## config.mk

```make
export PLATFORM = sky130hd
export DESIGN_NAME = fft_scale_ctrl
export DESIGN_NICKNAME = d
export VERILOG_FILES = /design/src/rtl/fft_scale_ctrl.sv
export SDC_FILE = /design/constraint.sdc
export NUM_CORES = 1
export LEC_CHECK = 0
export BUFFER_PORTS_ARGS = -buffer_cell sky130_fd_sc_hd__buf_2
export CAP_MARGIN = 20
export CORE_MARGIN = 3
export CORE_UTILIZATION = 30
export CTS_BUF_LIST = sky130_fd_sc_hd__clkbuf_2 sky130_fd_sc_hd__clkbuf_4 sky130_fd_sc_hd__clkbuf_8
export DETAILED_ROUTE_END_ITERATION = 16
export GPL_ROUTABILITY_DRIVEN = 0
export PLACE_DENSITY = 0.55
export SYNTH_ARGS = -nofsm -noshare
export SYNTH_HDL_FRONTEND = slang
export SYNTH_SLANG_ARGS = --single-unit
export TNS_END_PERCENT = 50
```

## constraint.sdc

```tcl
create_clock -name clk -period 1.8 [get_ports clk]
set_input_delay 0.36 -clock clk [delete_from_list [all_inputs] [get_ports clk]]
set_output_delay 0.36 -clock clk [all_outputs]
set_load 0.005 [all_outputs]
```

## src/rtl/fft_scale_ctrl.sv

```systemverilog
module fft_scale_ctrl #(
  parameter int PASSES = 5,
  parameter int PW = 3,
  parameter logic [PASSES-1:0] FIXED_INIT = PASSES'('b10101)
) (
  input  logic              clk,
  input  logic              rst,
  input  logic              mode,
  input  logic              pat_wr,
  input  logic [PASSES-1:0] pat_din,
  input  logic              core_busy,
  input  logic [PW-1:0]     core_pass,
  input  logic              core_ovf,
  output logic              shift_req,
  output logic              frame_done,
  output logic              frame_valid,
  output logic              frame_err
);
  localparam logic [PW-1:0] LAST = PW'(PASSES - 1);

  logic [PASSES-1:0] fixed_pat, adapt_mask;
  logic              busy_q, ovf_q, bad_q;
  logic [PW-1:0]     pass_q, tgt;
  logic              done_q, valid_q, err_q;

  wire pass_end  = busy_q && (!core_busy || core_pass != pass_q);
  wire frame_end = busy_q && !core_busy;
  wire hit       = pass_end && ovf_q;
  wire [PASSES-1:0] active = mode ? adapt_mask : fixed_pat;

  always_comb begin
    if (!core_busy || core_pass >= LAST) tgt = '0;
    else tgt = core_pass + 1'b1;
  end

  assign shift_req   = active[tgt];
  assign frame_done  = done_q;
  assign frame_valid = valid_q;
  assign frame_err   = err_q;

  always_ff @(posedge clk) begin
    if (rst) begin
      fixed_pat  <= FIXED_INIT;
      adapt_mask <= '0;
      busy_q     <= 1'b0;
      pass_q     <= '0;
      ovf_q      <= 1'b0;
      bad_q      <= 1'b0;
      done_q     <= 1'b0;
      valid_q    <= 1'b0;
      err_q      <= 1'b0;
    end else begin
      busy_q  <= core_busy;
      pass_q  <= core_pass;
      ovf_q   <= core_ovf;
      if (pat_wr) fixed_pat <= pat_din;
      if (hit && mode && pass_q <= LAST) adapt_mask[pass_q] <= 1'b1;
      if (frame_end) bad_q <= 1'b0;
      else if (hit)  bad_q <= 1'b1;
      done_q  <= frame_end;
      valid_q <= frame_end && !(bad_q || hit);
      err_q   <= frame_end && !mode && (bad_q || hit);
    end
  end
endmodule

```

==> impl_metrics.csv, run 1 <==
group,metric,value,unit
status,status,"completed",
clocking,hold_buffers,0,
floorplan,die_y,57.5,um
placed_design,io_buffers,17,
clocking,clkLatencyLatePin,290,ps
floorplan,rows,18,
floorplan,core,2500,um2
route,routed_wl,1.59,mm
floorplan,start_util,31.8,%
route,routed_via_density,4.65,
sta,period_needed,1730,ps
route,wl_per_cell,12.1,um
grt,grt_pass1_wl,2.66,mm
synth,syn_area,795,um2
sta,max_freq,0.579,GHz
route,firstDrtPassIters,4,
placed_design,hpwl,1.18,mm
grt,grt_pass1_vias,594,
layout,diodes,0,
layout,area_growth,25.5,%
clocking,cts_tree,"built",
synth,seq_area_frac_synth,47.9,%
sta,fin_crit_sh,96.0,%
layout,finalInstanceArea,997,um2
route,drc,0,
sta,worstMarginPinSlew,307,ps
clocking,cts_resized,3,
critical_path,critPathSlowestCell,"mux2_2",
layout,num-nets-final,117,
critical_path,crit_buf_inv,2,
floorplan,die_area,3300,um2
sta,slew_viol_final,0,
clocking,clk_path_buf_depth,2,
sta,hold_viol,0,
synth,synth_warnings,0,
sta,holdWs,267,ps
pwr,power_density,784,nW/um2
clocking,ctsRootBufferMaster,"clkbuf_4",
clocking,cts_made_buffers,3,
clocking,cts_max_level,1,
floorplan,io_pins,18,
critical_path,required,1440,ps
sta,maxSlewHeadroom,79.5,%
critical_path,cp_common_cell,"buf_2",
pwr,total_leakage_power,0.402,nW
clocking,post-cts-setup-buffers,0,
synth,syn_nets,95,
placed_design,place_area,931,um2
sta,setup_viol,0,
floorplan,fp.dieW,57.5,um
layout,ff_latch_area,382,um2
sta,rsz0062_at_grt,"no",
hold_path,min_path_type,"in2reg",
critical_path,arrival,1370,ps
critical_path,cp_top_family,"multiplexers",
sta,finClkSkew,1.10,ps
critical_path,critPathMaxStageDelay,370,ps
grt,grt_usage,10.6,%
critical_path,crit_chain,"buf_2 > mux2_2 > a21boi_2 > o21ai_1 > o211a_1 > buf_2",
layout,fillers,262,
layout,drive_above_1_share,31.7,%
pwr,vdd_ir_drop_max,0.373,mV
layout,multi_input_area,410,um2
route,vias,609,
grt,grt_max_degree,19,
clocking,cts.sinks,19,
flow_run,cap_violations,0,
synth,netlist_instances,80,
clocking,clk_pin_slew,100,ps
grt,antenna_found_initial,0,
synth,syn_avg_cell_area,9.93,um2
critical_path,critical_path_class,"in2out",
route,drt.antenna.violating_nets,0,
critical_path,start_kind,"input pin",
critical_path,endpoint_kind,"primary output",
synth,synth_seq_cells,19,
critical_path,path_max_fanout,6,
grt,overflow,0,
synth,synthDistinctLibCells,25,
route,drtIter0Drc,13,
-- flip-flops by register name (all words and copies together), names as in the netlist --
register,cells
adapt_mask,5
fixed_pat,5
pass_q,3
bad_q,1
busy_q,1
frame_done,1
frame_err,1
frame_valid,1
ovf_q,1
-- Yosys cell counts, drive strengths merged --
cell	instances	share of area, %
nand2b	1	0.79
a41oi	2	3.2
o21ai	2	1.3
o211ai	1	0.95
mux2i	5	6.3
inv	6	2.8
and2	1	0.79
nor3b	1	0.95
a211o	3	3.3
nor2	6	2.8
buf	1	0.63
nand3	1	1.3
clkbuf	3	1.4
ha	1	1.6
o32ai	4	4.4
mux2	1	1.4
nor2b	12	9.4
nor3	2	1.3
nand2	2	0.95
a2111oi	1	1.1
xnor2	3	3.3
dfxtp	19	48
a21boi	1	0.95
o211a	1	1.3
-- per-layer routing --
metal | track usage [%] | share of wire (%) | vias to the layer above
li1 | - | - | 320
met1 | 12.9 | 44 | 277
met2 | 16.5 | 49 | 10
met3 | 2.49 | 5.1 | 2
met4 | 6.95 | 1.3 | 0
met5 | 0 | 0 | -
-- path summary, 6_finish.rpt --
| path | to | startpoint | cells past startpoint | slack, ps |
|---|---|---|---|---|
| min reg2reg | adapt_mask[3] | adapt_mask[3] | 2 | 470 |
| max | shift_req | mode | 6 | 70 |
| min | fixed_pat[2] | pat_din[2] | 2 | 270 |
| max reg2reg | adapt_mask[1] | pass_q[0] | 4 | 470 |
-- layout make-up --
type	instances	area share (%)
sequential	19	38.3
tap	30	3.76
clock buffer	4	3.01
timing repair buffer	21	11.5
inverter	6	2.26
multi-input combinational	51	41.2
-- report_power, final --
part           internal, mW  switching [mW]  leakage, nW  total [mW]
sequential            0.436         0.00970        0.156       0.446
combinational        0.0574          0.0503        0.227       0.108
clock                 0.101           0.127       0.0184       0.229
-- cells by family after synthesis --
group | share of synthesized area [%]
flip-flops | 47.9
AND/OR/NAND/NOR | 18.3
buffers and inverters | 4.88
adder cells (fa/ha/maj) | 1.57
multiplexers | 7.72
AO/OA/AOI/OAI | 16.4
XOR/XNOR | 3.31
-- stage by stage --
step / utilization (%) / std cells / setup TNS, ps / worst slack (ps) / power, mW
after floorplan: - / 80 / 0 / 201 / 0.512
after global placement: 37.2 / 127 / -54.0 / -54.0 / 0.551
after detailed placement: 37.2 / 127 / -53.8 / -53.8 / 0.552
after CTS: 38.7 / 131 / 0 / 5.94 / 0.788
after global routing: 39.9 / 131 / 0 / 0.881 / 0.832
final: 39.9 / 131 / 0 / 71.6 / 0.782
-- layout by cell type (no fill, tap or decap) --
cell / Yosys / layout
a41oi_1: 1 / 1
buf_2: 1 / 17
inv_1: 6 / 6
dfxtp_2: 0 / 1
nor2b_1: 12 / 12
nand2b_1: 1 / 1
buf_4: 0 / 4
o21ai_1: 0 / 1
nand2_1: 2 / 2
a41oi_2: 1 / 1
nor3_1: 2 / 2
ha_4: 0 / 1
a21boi_2: 0 / 1
o211a_1: 1 / 1
nor2_1: 6 / 6
o21ai_0: 2 / 1
o211ai_1: 1 / 1
xnor2_1: 3 / 3
and2_1: 1 / 1
dfxtp_1: 19 / 18
clkbuf_4: 0 / 4
nor3b_1: 1 / 1
o32ai_1: 4 / 4
mux2i_1: 5 / 5
a211o_1: 3 / 3
a2111oi_4: 0 / 1
nand3_2: 1 / 1
mux2_2: 1 / 1
Note: power is estimated with default switching activity, not from simulation.
==> inputs of run 2 (changes only) <==
--- a/config.mk
+++ b/config.mk
@@ -12,6 +12,7 @@
 export CTS_BUF_LIST = sky130_fd_sc_hd__clkbuf_2 sky130_fd_sc_hd__clkbuf_4 sky130_fd_sc_hd__clkbuf_8
 export DETAILED_ROUTE_END_ITERATION = 16
 export GPL_ROUTABILITY_DRIVEN = 0
+export GPL_TIMING_DRIVEN = 0
 export PLACE_DENSITY = 0.55
 export SYNTH_ARGS = -nofsm -noshare
 export SYNTH_HDL_FRONTEND = slang
==> impl_metrics.csv, run 2 (same netlist as run 1, synthesis figures left out) <==
group,metric,value,unit
status,status,"completed",
sta,hold_viol,0,
clocking,cts.sinks,19,
clocking,clk_path_buf_depth,2,
pwr,sw_frac_of_total,24.7,%
sta,fin_crit_sh,98.8,%
critical_path,critPathMaxStageDelay,330,ps
hold_path,min-delay-start,"pat_din[4]",
clocking,clkLatencyLatePin,290,ps
critical_path,crit_chain,"nor2b_4 > a2111oi_4 > o21ai_1 > o211a_1 > buf_2",
sta,worstMarginPinSlew,449,ps
sta,max_freq,0.563,GHz
clocking,cts_tree,"built",
pwr,power_density,779,nW/um2
floorplan,die_area,3300,um2
sta,holdWs,269,ps
critical_path,r2r_end,"adapt_mask[2]",
layout,reg_top3,"adapt_mask (5), fixed_pat (5), pass_q (3)",
route,firstDrtPassIters,4,
layout,finalInstanceArea,975,um2
layout,diodes,0,
route,drt.antenna.violating_nets,0,
critical_path,r2r_slack,470,ps
critical_path,arrival,1420,ps
sta,finClkSkew,2.96,ps
layout,layout_commonest_cell,"dfxtp_1",
pwr,p_seq_share,58.8,%
floorplan,start_util,31.8,%
floorplan,die_y,57.5,um
critical_path,endpoint_kind,"primary output",
sta,setup_viol,0,
route,routed_via_density,4.70,
critical_path,crit_buf_inv,1,
route,drc,0,
clocking,cts_made_buffers,3,
critical_path,critPathSlowestCell,"dfxtp_2",
sta,rsz0062_at_grt,"yes",
sta,slew_viol_final,0,
critical_path,worstRegToRegCells,4,
critical_path,cp_top_family,"compound AO/OA/AOI/OAI gates",
route,vias,602,
placed_design,hpwl,1.11,mm
hold_path,hold_end,"fixed_pat[4]",
sta,maxSlewHeadroom,70.1,%
pwr,p_comb_share,13.7,%
hold_path,hold_depth,2,
floorplan,io_pins,18,
placed_design,io_buffers,14,
placed_design,place_area,902,um2
critical_path,timing.rr.start,"pass_q[1]",
floorplan,fp.dieW,57.5,um
clocking,ctsRootBufferMaster,"clkbuf_4",
critical_path,critical_path_class,"reg2out",
route,drtIter0Drc,12,
grt,antenna_found_initial,0,
layout,drive_above_1_share,26.5,%
floorplan,core,2500,um2
pwr,total_leakage_power,0.380,nW
layout,num-nets-final,114,
layout,area_growth,22.7,%
grt,grt_max_degree,12,
clocking,cts_max_level,1,
route,routed_wl,1.62,mm
pwr,vdd_ir_drop_max,0.399,mV
layout,final_cell_mix,"dfxtp_1 (18), buf_2 (13), nor2b_1 (11)",
grt,overflow,0,
hold_path,min_path_type,"in2reg",
critical_path,path_max_fanout,2,
flow_run,cap_violations,0,
grt,grt_pass1_wl,2.65,mm
route,wl_per_cell,12.7,um
clocking,clk_pin_slew,110,ps
pwr,p_int,0.572,mW
grt,grt_usage,10.6,%
pwr,pwr-share-clk,27.5,%
grt,grt_pass1_vias,616,
pwr,p_sw,0.187,mW
critical_path,required,1440,ps
sta,period_needed,1780,ps
floorplan,rows,18,
critical_path,start_kind,"register",
[run 2: worst max path at each step]
| stage | end | from | slack [ps] | cells after the start |
|---|---|---|---|---|
| after floorplan | shift_req | mode | 200 | 5 |
| after global placement | shift_req | core_pass[0] | -90 | 6 |
| after detailed placement | shift_req | core_pass[0] | -180 | 6 |
| after CTS | shift_req | core_pass[0] | 10 | 6 |
| after global routing | shift_req | fixed_pat[1] | -50 | 5 |
| final | shift_req | fixed_pat[1] | 20 | 5 |
[run 2: power groups by stage]
stage	clock (mW)	combinational (mW)	sequential, mW
2_1_floorplan	0	0.0594	0.453
3_3_place_gp	0	0.0874	0.455
3_5_place_dp	0	0.0896	0.455
4_1_cts	0.218	0.0972	0.446
5_1_grt	0.235	0.117	0.448
6_report	0.209	0.104	0.446
[run 2: per-layer routing]
layer	global-route usage (%)	routed length (um)	part of all wire, %
met5	0	0	0
met4	5.96	15	0.92
met1	11.9	689	42
met3	2.49	72	4.4
met2	18.1	845	52
[run 2: final cells by class]
cell class	instances	area, um2
buffer	4	18.8
timing repair buffer	14	72.6
tap	30	37.5
clock inverter	1	5.00
inverter	6	22.5
clock buffer	3	22.5
fill	257	1530
sequential	19	382
multi-input combinational	51	414
[run 2: what timing repair did]
| item | in CTS | in global routing |
|---|---|---|
| hold buffers | 0 | 0 |
| setup buffers | 0 | 0 |
| endpoints found under the setup margin | 1 | 1 |
| resized for setup | 5 | 6 |
| pin swaps | 1 | 3 |
[run 2: metrics by stage]
stage | total power, mW | setup TNS [ps] | util [%] | std cells | worst slack [ps]
after global placement | 0.543 | -93.9 | 36.1 | 124 | -93.9
after global routing | 0.801 | -54.9 | 39.0 | 128 | -54.9
after CTS | 0.761 | 0 | 38.0 | 128 | 14.5
after floorplan | 0.512 | 0 | - | 80 | 201
final | 0.759 | 0 | 39.0 | 128 | 22.3
after detailed placement | 0.545 | -185 | 36.1 | 124 | -185
[run 2: worst reg2reg max path, delay by kind of cell, from the launching register on]
kind / cells / cell delay [ps]
flip-flops: 1 / 440
AND/OR/NAND/NOR: 1 / 160
XOR/XNOR: 1 / 130
AO/OA/AOI/OAI: 2 / 520
